--- config.mk ---
export PLATFORM = sky130hd
export DESIGN_NAME = stream_sync_gate
export DESIGN_NICKNAME = d
export VERILOG_FILES = /design/src/rtl/ssg_pkg.sv /design/src/rtl/ssg_mask_reg.sv /design/src/rtl/ssg_gate_cell.sv /design/src/rtl/ssg_ready_track.sv /design/src/rtl/stream_sync_gate.sv
export SDC_FILE = /design/constraint.sdc
export NUM_CORES = 1
export LEC_CHECK = 0
export ABC_AREA = 1
export BUFFER_PORTS_ARGS = -buffer_cell sky130_fd_sc_hd__buf_2
export CELL_PAD_IN_SITES_DETAIL_PLACEMENT = 1
export CELL_PAD_IN_SITES_GLOBAL_PLACEMENT = 1
export CORE_UTILIZATION = 22
export CTS_BUF_LIST = sky130_fd_sc_hd__clkbuf_8 sky130_fd_sc_hd__clkbuf_16
export DETAILED_ROUTE_END_ITERATION = 10
export PLACE_DENSITY_LB_ADDON = 0.08
export SLEW_MARGIN = 20
export SYNTH_ARGS = -nofsm -noshare
export SYNTH_HDL_FRONTEND = slang
export SYNTH_SLANG_ARGS = --single-unit
export TNS_END_PERCENT = 1
--- constraint.sdc ---
create_clock -name clk -period 0.83 [get_ports clk]
set_input_delay 0.2075 -clock clk [delete_from_list [all_inputs] [get_ports clk]]
set_output_delay 0.2075 -clock clk [all_outputs]
set_load 0.005 [all_outputs]
--- src/rtl/ssg_pkg.sv ---
package ssg_pkg;
  localparam int CTRL_W     = 32;
  localparam int MASK_W     = 8;
  localparam int BE_W       = CTRL_W / 8;
  typedef logic [MASK_W-1:0] hold_mask_t;
endpackage

--- src/rtl/ssg_mask_reg.sv ---
module ssg_mask_reg
  import ssg_pkg::*;
#(
  parameter int W   = CTRL_W,
  parameter int MW  = MASK_W,
  localparam int BW = W / 8
) (
  input  logic          clk,
  input  logic          rst,
  input  logic          wr_en,
  input  logic [BW-1:0] wr_be,
  input  logic [W-1:0]  wr_data,
  output logic [MW-1:0] hold_q,
  output logic [MW-1:0] hold_nxt,
  output logic [W-1:0]  rd_data
);
  // only lane 0 carries hold-off bits; remaining lanes are reserved
  logic unused_lanes;
  assign unused_lanes = ^{wr_be[BW-1:1], wr_data[W-1:MW]};

  always_comb begin
    hold_nxt = hold_q;
    if (wr_en && wr_be[0]) hold_nxt = wr_data[MW-1:0];
  end

  always_ff @(posedge clk) begin
    if (rst) hold_q <= '0;
    else     hold_q <= hold_nxt;
  end

  assign rd_data = {{(W-MW){1'b0}}, hold_q};

  AST_LANE0_ONLY: assert property (@(posedge clk) disable iff (rst)
    (wr_en && !wr_be[0]) |=> $stable(hold_q));
  AST_RSVD_READ_ZERO: assert property (@(posedge clk) disable iff (rst)
    wr_en |=> (rd_data[W-1:MW] == '0));
endmodule

--- src/rtl/ssg_gate_cell.sv ---
module ssg_gate_cell (
  input  logic clk,
  input  logic rst,
  input  logic run,
  input  logic hold_q,
  input  logic hold_nxt,
  input  logic frame_start,
  output logic en
);
  logic blocked;
  assign blocked = hold_q | hold_nxt;

  always_ff @(posedge clk) begin
    if (rst)                        en <= 1'b0;
    else if (blocked || !run)       en <= 1'b0;
    else if (frame_start)           en <= 1'b1;
  end

  AST_HOLD_BLOCKS: assert property (@(posedge clk) disable iff (rst)
    hold_q |-> !en);
  AST_RUN_STOP: assert property (@(posedge clk) disable iff (rst)
    !run |=> !en);
  AST_FRAME_ALIGNED: assert property (@(posedge clk) disable iff (rst)
    !en ##1 en |-> $past(frame_start));
endmodule

--- src/rtl/ssg_ready_track.sv ---
module ssg_ready_track #(
  parameter int N = 6
) (
  input  logic         clk,
  input  logic         rst,
  input  logic [N-1:0] hold_q,
  input  logic [N-1:0] fifo_rdy,
  output logic         group_ready
);
  logic [N-1:0] lagging;
  assign lagging = hold_q & ~fifo_rdy;

  always_ff @(posedge clk) begin
    if (rst) group_ready <= 1'b1;
    else     group_ready <= (lagging == '0);
  end

  AST_READY_LOW: assert property (@(posedge clk) disable iff (rst)
    (|(hold_q & ~fifo_rdy)) |=> !group_ready);
  AST_READY_FREE: assert property (@(posedge clk) disable iff (rst)
    (hold_q == '0) |=> group_ready);
endmodule

--- src/rtl/stream_sync_gate.sv ---
module stream_sync_gate
  import ssg_pkg::*;
#(
  parameter int NUM_STREAMS = 6
) (
  input  logic                   clk,
  input  logic                   rst,
  input  logic                   wr_en,
  input  logic [BE_W-1:0]        wr_be,
  input  logic [CTRL_W-1:0]      wr_data,
  output logic [CTRL_W-1:0]      rd_data,
  input  logic [NUM_STREAMS-1:0] run,
  input  logic [NUM_STREAMS-1:0] fifo_rdy,
  input  logic                   frame_start,
  output logic [NUM_STREAMS-1:0] stream_en,
  output logic                   group_ready
);
  hold_mask_t hold_q, hold_nxt;

  ssg_mask_reg #(.W(CTRL_W), .MW(MASK_W)) u_reg (
    .clk(clk), .rst(rst), .wr_en(wr_en), .wr_be(wr_be), .wr_data(wr_data),
    .hold_q(hold_q), .hold_nxt(hold_nxt), .rd_data(rd_data)
  );

  for (genvar s = 0; s < NUM_STREAMS; s++) begin : g_stream
    ssg_gate_cell u_cell (
      .clk(clk), .rst(rst), .run(run[s]),
      .hold_q(hold_q[s]), .hold_nxt(hold_nxt[s]),
      .frame_start(frame_start), .en(stream_en[s])
    );
  end

  if (NUM_STREAMS < MASK_W) begin : g_spare
    logic unused_spare_next;
    assign unused_spare_next = ^hold_nxt[MASK_W-1:NUM_STREAMS];
  end

  ssg_ready_track #(.N(NUM_STREAMS)) u_ready (
    .clk(clk), .rst(rst), .hold_q(hold_q[NUM_STREAMS-1:0]),
    .fifo_rdy(fifo_rdy), .group_ready(group_ready)
  );

  AST_EN_NEEDS_RUN: assert property (@(posedge clk) disable iff (rst)
    (stream_en & ~$past(run)) == '0);
  AST_GROUP_FREE_SPARE: assert property (@(posedge clk) disable iff (rst)
    (hold_q[NUM_STREAMS-1:0] == '0) |=> group_ready);
endmodule

## After elaboration in Yosys (flattened, before gate mapping)

Cells that the tools add are included.

| storage, ports and cells | value |
|---|---|
| logic and storage cells | 38 |
| bits of input ports | 52 |
| register bits after elaboration | 15 |
| output and inout port bits | 39 |

| operators by class | value |
|---|---|
| reductions and logical operators | 20 |
| bitwise operators | 8 |
| multiplexer cells | 1 |

Operators by type and width:

| kind | number |
|---|---|
| $reduce_or 2->1 | 6 |
| $and 6x6->6 | 1 |
| $logic_not 1->1 | 6 |
| $logic_not 6->1 | 1 |
| $logic_or 1x1->1 | 6 |
| $mux 6 | 1 |
| $not 6->6 | 1 |
| $or 1x1->1 | 6 |
| $logic_and 1x1->1 | 1 |

## Logic depth before layout (Yosys ltp)

Gate-level depths: netlist (run 1).

| depth | value |
|---|---|
| depth after elaboration | 5 |
| depth in mapped cells | 6 |
| gate-level depth less buffers | 6 |

## Modules after synthesis

From an unflattened synthesis (run 1), not the netlist that was laid out.

| second synthesis, totals | value |
|---|---|
| cells, all modules | 175 |
| area total of the unflattened synthesis | 1139.8 um2 |

By module, submodules not included:

| module | area each (um2) | seq. area each (um2) | cells each | times used |
|---|---|---|---|---|
| ssg_mask_reg | 732.0 | 160.2 | 101 | 1 |
| ssg_gate_cell | 52.6 | 20.0 | 9 | 6 |
| ssg_ready_track | 92.6 | 20.0 | 20 | 1 |

## Least setup slack after synthesis (run 1)

OpenSTA, ideal clock, no wires.

| timing | value |
|---|---|
| kind | input to register |
| start | in wr_en |
| end | reg g_stream[4].u_cell.en |
| slack | 0.086 ns |
| path buffers | 1 |
| setup time | 0.064 ns |
| arrival | 0.680 ns |
| required time | 0.766 ns |
| stages | 6 |
| path through | nand2_2 buf_6 nand2_2 o21ai_2 inv_1 nor2_1 |

| between the ends | value |
|---|---|
| word-level cells in the longest chain between the ends | 5 |

RTL lines:

| element | RTL line | RTL |
|---|---|---|
| from (decl) | stream_sync_gate.sv:8 | `input logic wr_en,` |
| $logic_and 1x1->1 | ssg_mask_reg.sv:23 | `if (wr_en && wr_be[0]) hold_nxt = wr_data[MW-1:0];` |
| $mux 6 | ssg_mask_reg.sv:23 |  |
| $or 1x1->1 | ssg_gate_cell.sv:11 | `assign blocked = hold_q \| hold_nxt;` |
| $logic_or 1x1->1 | ssg_gate_cell.sv:15 | `else if (blocked \|\| !run) en <= 1'b0;` |
| $reduce_or 2->1 (no line) | n/a |  |
| to (signal assigned) | ssg_gate_cell.sv:14 | `if (rst) en <= 1'b0;` |
| to (signal assigned) | ssg_gate_cell.sv:15 |  |
| to (signal assigned) | ssg_gate_cell.sv:16 | `else if (frame_start) en <= 1'b1;` |
| to (decl) | ssg_gate_cell.sv:8 | `output logic en` |

No other way between the ends.
A chain may end at the register's enable or synchronous reset.

## Worst setup path in the final report (run 1)

| timing | value |
|---|---|
| start | reg u_reg.hold_q[3] |
| end | out rd_data[3] |

RTL lines:

| element | RTL line | RTL |
|---|---|---|
| from (decl) | ssg_mask_reg.sv:13 | `output logic [MW-1:0] hold_q,` |
| from (signal assigned) | ssg_mask_reg.sv:28 | `else hold_q <= hold_nxt;` |
| to (decl) | stream_sync_gate.sv:11 | `output logic [CTRL_W-1:0] rd_data,` |

No word-level cell between the ends.

==> run metrics, run 1 <==
max incr delay on CP 0.32 ns; wire per inst 10.2 um; initial antenna violation count 0; Area Growth Syn to Fin 24.6%; post-synth top area cell dfxtp_1; placed cells 205; htree depth 1; RSZ-0062 raised after global routing true; Final Max Tran Viols 0; Layout Skew 0.00188 ns; GRT Total Usage 0.103; worst path buffer plus inverter count 1; DR vias/cell 3.68; initial DRC count 3; Hold WC Path Type input pin to register; Worst Path Required 0.62 ns; later-pin clock latency in the skew report 0.25 ns; post-route ant nets 0; top cell type's share of synthesized area 0.323; slack of the critical path -0.0648 ns; Sw Share 0.276; first-pass GRT wire length 3350 um; diode count 0; Worst-path clk slew 0.07 ns; Cells after Synth 129; Post-Synthesis Cell Area 931 sq um; worst hold margin 0.196 ns; routability cong. 0.690; IO Pins 91; FP Rows 23; ordered list of cells on the worst path buf_2; vias in the first global route 749; DIE HEIGHT 67.1 um; R2R cell count 6; internal power 1280 uW; Psw 486 uW; core area 4030 sq um; fin crit period 0.895 ns; maximum clock path buffer count 2; post-route cell area 1160 sq um; Synth cell types 14; Seq pwr share 0.453; Hold Buf Count CTS 0; R2R Path End g_stream[5].u_cell.en$_SDFFE_PP0P_; max_cap viols 0; Syn Area/Cell 7.22 sq um; nets 216; combinational group share of total power 0.206; maximum clock frequency 1.12 GHz; Top delay family on crit path flip-flops; Initial Util 0.231; status complete, but fails checks; total gr overflow 0; DR vias 784; CTS sink cnt 15; placed cell area 1020 sq um; dpl hpwl 1650 um; critical path's slowest cell dfxtp_2; WL final 2170 um; Worst setup EP type output port; WHS Endpoint g_stream[1].u_cell.en$_SDFFE_PP0P_; die area 4500 sq um; fin util 0.288; drt pass-1 iters 2; Cell Count, Final, Fillers Out 213; CTS Buf Count 3; R2R Setup Slk 0.01 ns; Hold Fails Final Rpt 0; Clock Root Buffer clkbuf_8; Die X 67.1 um; maximum vdd drop 0.000418 V; Filler cells 532; power share of the clock group 0.342; final setup violation count 15; Power Density 1520 nW/um^2; Port Buf Inserts 39; Final period util 1.08; leakage power 0.000662 uW; synth warn 0; pin count of the biggest net entering global routing 16; share of cells above drive strength 1 0.442; Worst R2R Start u_reg.hold_q[5]$_SDFF_PP0_; hold depth 3; largest cells by area after synthesis dfxtp_1, buf_4, nor2_1, inv_1, nand2_1; worst endpoint data arrival time 0.69 ns; CP Max Fanout 2; number of synthesized register bits 15; Seq/Total Area, Yosys 0.323; hold path startpoint run[1]; Worst Setup SP u_reg.hold_q[3]$_SDFF_PP0_; DRC viols 0; startpoint types register; CTS tree done; failing checks setup timing; CP Class register to output port
[worst register-to-register path: stages (launching register included)]
cell	delay, ns
dfxtp_2	0.31
buf_4	0.13
inv_1	0.04
nand2_1	0.06
o21ai_2	0.06
inv_1	0.05
nor2_1	0.09
[synth_stat cells (all sizes together)]
| master | number |
|---|---|
| dfxtp | 15 |
| buf | 38 |
| o211ai | 5 |
| nand2 | 16 |
| nor2 | 24 |
| inv | 20 |
| conb | 1 |
| nand3 | 1 |
| o21ai | 9 |
[flip-flops by register name, summed over array words and instances (netlist names)]
signal and cells:
g_stream.u_cell.en 6, u_reg.hold_q 8, u_ready.group_ready 1
[power groups by stage]
stage                     clock network (uW)  logic (uW)  registers [uW]
after floorplan                            0         294             804
after global placement                     0         314             807
after detailed placement                   0         320             808
after CTS                                633         358             796
after global routing                     675         421             803
final                                    602         363             799
[logic make-up after synthesis]
logic type             share of synthesized area
and+or+nand+nor                            0.172
AOI/OAI and AO/OA                          0.113
other                                    0.00403
DFF                                        0.323
buffers and inverters                      0.388
[stage by stage]
step / total power [uW] / setup slack [ns] / setup TNS (ns)
floorplan: 1100 / 0.0856 / 0
global placement: 1120 / -0.0528 / -0.389
detailed placement: 1130 / -0.0698 / -0.550
CTS: 1790 / -0.0787 / -1.08
global route: 1900 / -0.0986 / -1.68
finish: 1760 / -0.0648 / -0.898
[cell usage in the layout (no fill, tap or decap), drive strengths merged]
master,instances
buf,45
nor2,24
conb,24
inv,21
nand2,16
dfxtp,15
o21ai,9
o211ai,5
clkbuf,3
nand3,1
[per-layer routing]
| metal | up-vias | share of wire | GRT usage |
|---|---|---|---|
| met1 | 351 | 0.40 | 0.114 |
| met5 | - | 0 | 0 |
| met4 | 0 | 0.020 | 0.0559 |
| met3 | 4 | 0.065 | 0.0154 |
| met2 | 36 | 0.52 | 0.185 |
| li1 | 393 | - | - |
[how the worst max path moves through the flow]
| stage | end | slack [ns] | cells after the start |
|---|---|---|---|
| after floorplan | g_stream[4].u_cell.en$_SDFFE_PP0P_ | 0.09 | 6 |
| after global placement | g_stream[2].u_cell.en$_SDFFE_PP0P_ | -0.05 | 7 |
| after detailed placement | g_stream[5].u_cell.en$_SDFFE_PP0P_ | -0.07 | 7 |
| after CTS | rd_data[3] | -0.08 | 1 |
| after global routing | rd_data[3] | -0.1 | 1 |
| final | rd_data[3] | -0.06 | 1 |
[cell type report]
| type | count | area (sq um) | area share |
|---|---|---|---|
| Clock buffer | 3 | 41.3 | 0.0356 |
| Clock inverter | 1 | 3.75 | 0.00324 |
| Inverter | 20 | 75.1 | 0.0647 |
| Multi-Input combinational cell | 79 | 355 | 0.306 |
| Sequential cell | 15 | 319 | 0.275 |
| Tap cell | 50 | 62.6 | 0.0539 |
| Timing Repair Buffer | 45 | 303 | 0.261 |
[repair_timing]
action / CTS / global route
pin swaps: 1 / 3
resized for setup: 18 / 5
buffers inserted: 5 / 0
endpoints found under the setup margin: 15 / 24
No activity file was read; power rests on OpenSTA's default activity.
==> run 2: changes to the inputs <==
clock period = 0.9 ns   (was 0.83 ns; I/O delays follow)
==> run metrics, run 2 (synthesis results as in run 1) <==
DR vias 753; WL final 2120 um; Cell Count, Final, Fillers Out 214; hold depth 3; max reg flops 8; CTS sink cnt 15; R2R Path End g_stream[1].u_cell.en$_SDFFE_PP0P_; final setup violation count 7; Pwr Total 1610 uW; slack of the critical path -0.00865 ns; Top delay family on crit path flip-flops; vias in the first global route 742; max_cap viols 0; routability cong. 0.687; Worst R2R Start u_reg.hold_q[1]$_SDFF_PP0_; max incr delay on CP 0.33 ns; CTS Buf Count 3; most common cell after layout, fill and taps aside buf_2; Final period util 1.01; Hold WC Path Type input pin to register; post-route ant nets 0; initial antenna violation count 0; worst endpoint data arrival time 0.68 ns; Die X 67.1 um; failing checks setup timing; CTS tree done; Top reg by flops u_reg.hold_q; Hold Fails Final Rpt 0; IO Pins 91; ordered list of cells on the worst path buf_6; DRC viols 0; pin count of the biggest net entering global routing 16; htree depth 1; Port Buf Inserts 39; RSZ-0062 raised after global routing true; leading cell types in the layout, fill and taps excluded buf_2, conb_1, nor2_1; leakage power 0.000667 uW; worst hold margin 0.220 ns; Top Registers u_reg.hold_q x8, g_stream.u_cell.en x6, u_ready.group_ready x1; die area 4500 sq um; DIE HEIGHT 67.1 um; hold path startpoint wr_data[6]; CP Class register to output port; Area Growth Syn to Fin 24.9%; DR vias/cell 3.52; Layout Skew 0.00217 ns; core area 4030 sq um; Initial Util 0.231; Worst Path Required 0.67 ns; dpl hpwl 1620 um; share of cells above drive strength 1 0.463; pre-CTS setup slack -0.0220 ns; placed cells 205; critical path's slowest cell dfxtp_2; FP Rows 23; R2R cell count 6; drt pass-1 iters 2; Worst-path clk slew 0.06 ns; Final Max Tran Viols 0; maximum clock frequency 1.10 GHz; total gr overflow 0; maximum clock path buffer count 2; R2R Setup Slk 0.07 ns; Power Density 1390 nW/um^2; CP Max Fanout 3; later-pin clock latency in the skew report 0.24 ns; WHS Endpoint u_reg.hold_q[6]$_SDFFE_PP0N_; Hold Buf Count CTS 0; Clock Root Buffer clkbuf_8; setup TNS -0.0351 ns; worst path buffer plus inverter count 1; initial DRC count 16; diode count 0; first-pass GRT wire length 3430 um; GRT Total Usage 0.103; status complete, but fails checks; fin crit period 0.909 ns; wire per inst 9.91 um; maximum vdd drop 0.000379 V; Worst setup EP type output port; startpoint types register; nets 217
run 2: per-stage QoR:
step           instance area (sq um)   util
3_5_place_dp                    1020  0.252
4_1_cts                         1120  0.279
2_1_floorplan                   1020      -
6_report                        1160  0.289
3_3_place_gp                    1020  0.252
5_1_grt                         1160  0.289
run 2: metal layers:
metal  GRT usage  vias to the layer above  share of wire
met5           0                        -              0
met4      0.0559                        0          0.010
met3      0.0137                        2          0.075
met2       0.175                       32           0.51
met1       0.123                      322           0.40
li1            -                      397              -
run 2: power breakdown:
part	internal, uW	switching (uW)	total, uW
sequential	711	22.0	733
clock	302	236	538
combinational	164	175	339
run 2: what timing repair did:
action,4_1_cts,5_1_grt
setup endpoints to repair,14,20
pin swaps,0,5
setup buffers,5,0
resized for setup,15,9
run 2: final cells by class:
| type | count | area (sq um) |
|---|---|---|
| clock inverter | 1 | 3.75 |
| sequential | 15 | 318 |
| tap | 50 | 62.6 |
| multi-input combinational | 79 | 364 |
| fill | 542 | 2870 |
| timing repair buffer | 46 | 298 |
| inverter | 20 | 75.1 |
| clock buffer | 3 | 41.3 |
run 2: worst max-delay path by stage:
stage | startpoint | end | slack, ns | cells after the start
global placement | wr_en | g_stream[5].u_cell.en$_SDFFE_PP0P_ | 0.002 | 7
global route | u_reg.hold_q[3]$_SDFF_PP0_ | rd_data[3] | -0.04 | 1
CTS | u_reg.hold_q[2]$_SDFF_PP0_ | rd_data[2] | -0.02 | 1
floorplan | wr_en | g_stream[4].u_cell.en$_SDFFE_PP0P_ | 0.14 | 6
finish | u_reg.hold_q[2]$_SDFF_PP0_ | rd_data[2] | -0.009 | 1
detailed placement | wr_en | g_stream[0].u_cell.en$_SDFFE_PP0P_ | -0.02 | 7
==> run 3: changes to the inputs <==
CELL_PAD_IN_SITES_DETAIL_PLACEMENT = unset   (was 1)
CELL_PAD_IN_SITES_GLOBAL_PLACEMENT = unset   (was 1)
CORE_UTILIZATION = 36   (was 22)
==> run metrics, run 3 (synthesis results as in run 1) <==
pre-CTS setup slack -0.00115 ns; FP Rows 18; nets 217; GRT Total Usage 0.134; DR vias/cell 4.00; Final Max Tran Viols 0; Worst-path clk slew 0.07 ns; share of cells above drive strength 1 0.445; Top reg by flops u_reg.hold_q; first-pass GRT wire length 2620 um; DR vias 776; total gr overflow 0; most common cell after layout, fill and taps aside buf_2; die area 2790 sq um; setup TNS -0.142 ns; Cell Count, Final, Fillers Out 194; leading cell types in the layout, fill and taps excluded buf_2, nor2_1, conb_1; pin count of the biggest net entering global routing 16; CP Class register to output port; worst endpoint data arrival time 0.69 ns; Initial Util 0.379; fin util 0.454; Hold Fails Final Rpt 0; CP Max Fanout 2; CTS Buf Count 3; Worst Path Required 0.67 ns; dpl hpwl 1280 um; Power Density 1460 nW/um^2; Port Buf Inserts 39; Hold Buf Count CTS 0; initial antenna violation count 0; ordered list of cells on the worst path buf_2; status complete, but fails checks; Top Registers u_reg.hold_q x8, g_stream.u_cell.en x6, u_ready.group_ready x1; maximum clock path buffer count 2; Filler cells 275; Hold WC Path Type input pin to register; Die X 52.9 um; WL final 1760 um; RSZ-0062 raised after global routing true; Layout Skew 0.00786 ns; core area 2450 sq um; critical path's slowest cell dfxtp_2; max_cap viols 0; placed cells 185; Final period util 1.02; Worst setup EP type output port; DIE HEIGHT 52.9 um; vias in the first global route 675; max incr delay on CP 0.32 ns; hold depth 3; max reg flops 8; later-pin clock latency in the skew report 0.25 ns; R2R cell count 4; CTS sink cnt 15; IO Pins 91; diode count 0; CP Depth 1; startpoint types register; drt pass-1 iters 4; Clock Root Buffer clkbuf_8; wire per inst 9.09 um; leakage power 0.000659 uW; CTS tree done; final setup violation count 13; maximum clock frequency 1.09 GHz; htree depth 1; fin crit period 0.919 ns; worst hold margin 0.199 ns; worst path buffer plus inverter count 1; Area Growth Syn to Fin 19.6%; failing checks setup timing; maximum vdd drop 0.000766 V; routability cong. 0.659; slack of the critical path -0.0188 ns; initial DRC count 5; DRC viols 0; Top delay family on crit path flip-flops; post-route ant nets 0
run 3: cell types whose count changed in the layout (fill, tap and decap cells not counted):
cell	delta
buf_2	+3
buf_6	-3
clkinvlp_4	+1
inv_2	-1
nand2_1	+1
nand2_2	-1
nor2_1	+1
nor2_2	-1
o21ai_1	+1
o21ai_2	-1
run 3: worst reg2reg max path, cell delays in order, from the launching register on:
cell and delay, ns:
dfxtp_2 0.32, buf_4 0.13, nor2_1 0.10, o211ai_1 0.11
nor2_1 0.11
run 3: timing repair:
item / CTS / global route
setup endpoints to repair: 15 / 16
pin swaps: 0 / 1
buffers inserted: 5 / 0
gates cloned: 0 / 0
resized for setup: 13 / 4
run 3: layout make-up:
cell class / instances / area (sq um) / share of cell area
sequential: 15 / 318 / 0.285
clock inverter: 1 / 7.51 / 0.00674
timing repair buffer: 46 / 279 / 0.251
tap: 30 / 37.5 / 0.0337
multi-input combinational: 79 / 355 / 0.319
clock buffer: 3 / 41.3 / 0.0371
inverter: 20 / 75.1 / 0.0674
run 3: final timing paths:
| kind | to | slack [ns] | from |
|---|---|---|---|
| worst min-delay path | g_stream[1].u_cell.en$_SDFFE_PP0P_ | 0.20 | run[1] |
| worst min register to register | u_reg.hold_q[7]$_SDFFE_PP0N_ | 0.49 | u_reg.hold_q[7]$_SDFFE_PP0N_ |
| worst max-delay path | rd_data[0] | -0.02 | u_reg.hold_q[0]$_SDFF_PP0_ |
| worst max register to register | g_stream[0].u_cell.en$_SDFFE_PP0P_ | 0.06 | u_reg.hold_q[0]$_SDFF_PP0_ |
run 3: layer usage:
metal  vias up  GRT usage  wire, um
li1        395          -         -
met1       349      0.131       692
met2        30      0.255       951
met3         2     0.0259       101
met4         0     0.0789        19
met5         -          0         0
run 3: per-stage QoR:
stage                     cell area [sq um]  total power [uW]
final                                  1110              1620
after global routing                   1110              1710
after CTS                              1090              1630
after detailed placement                991              1030
after global placement                  991              1020
after floorplan                        1020              1010
run 3: where the power goes:
group / total (uW) / switching (uW) / internal [uW]
Combinational: 319 / 167 / 152
Clock: 574 / 263 / 311
Sequential: 731 / 20.1 / 711
Total: 1620 / 450 / 1170
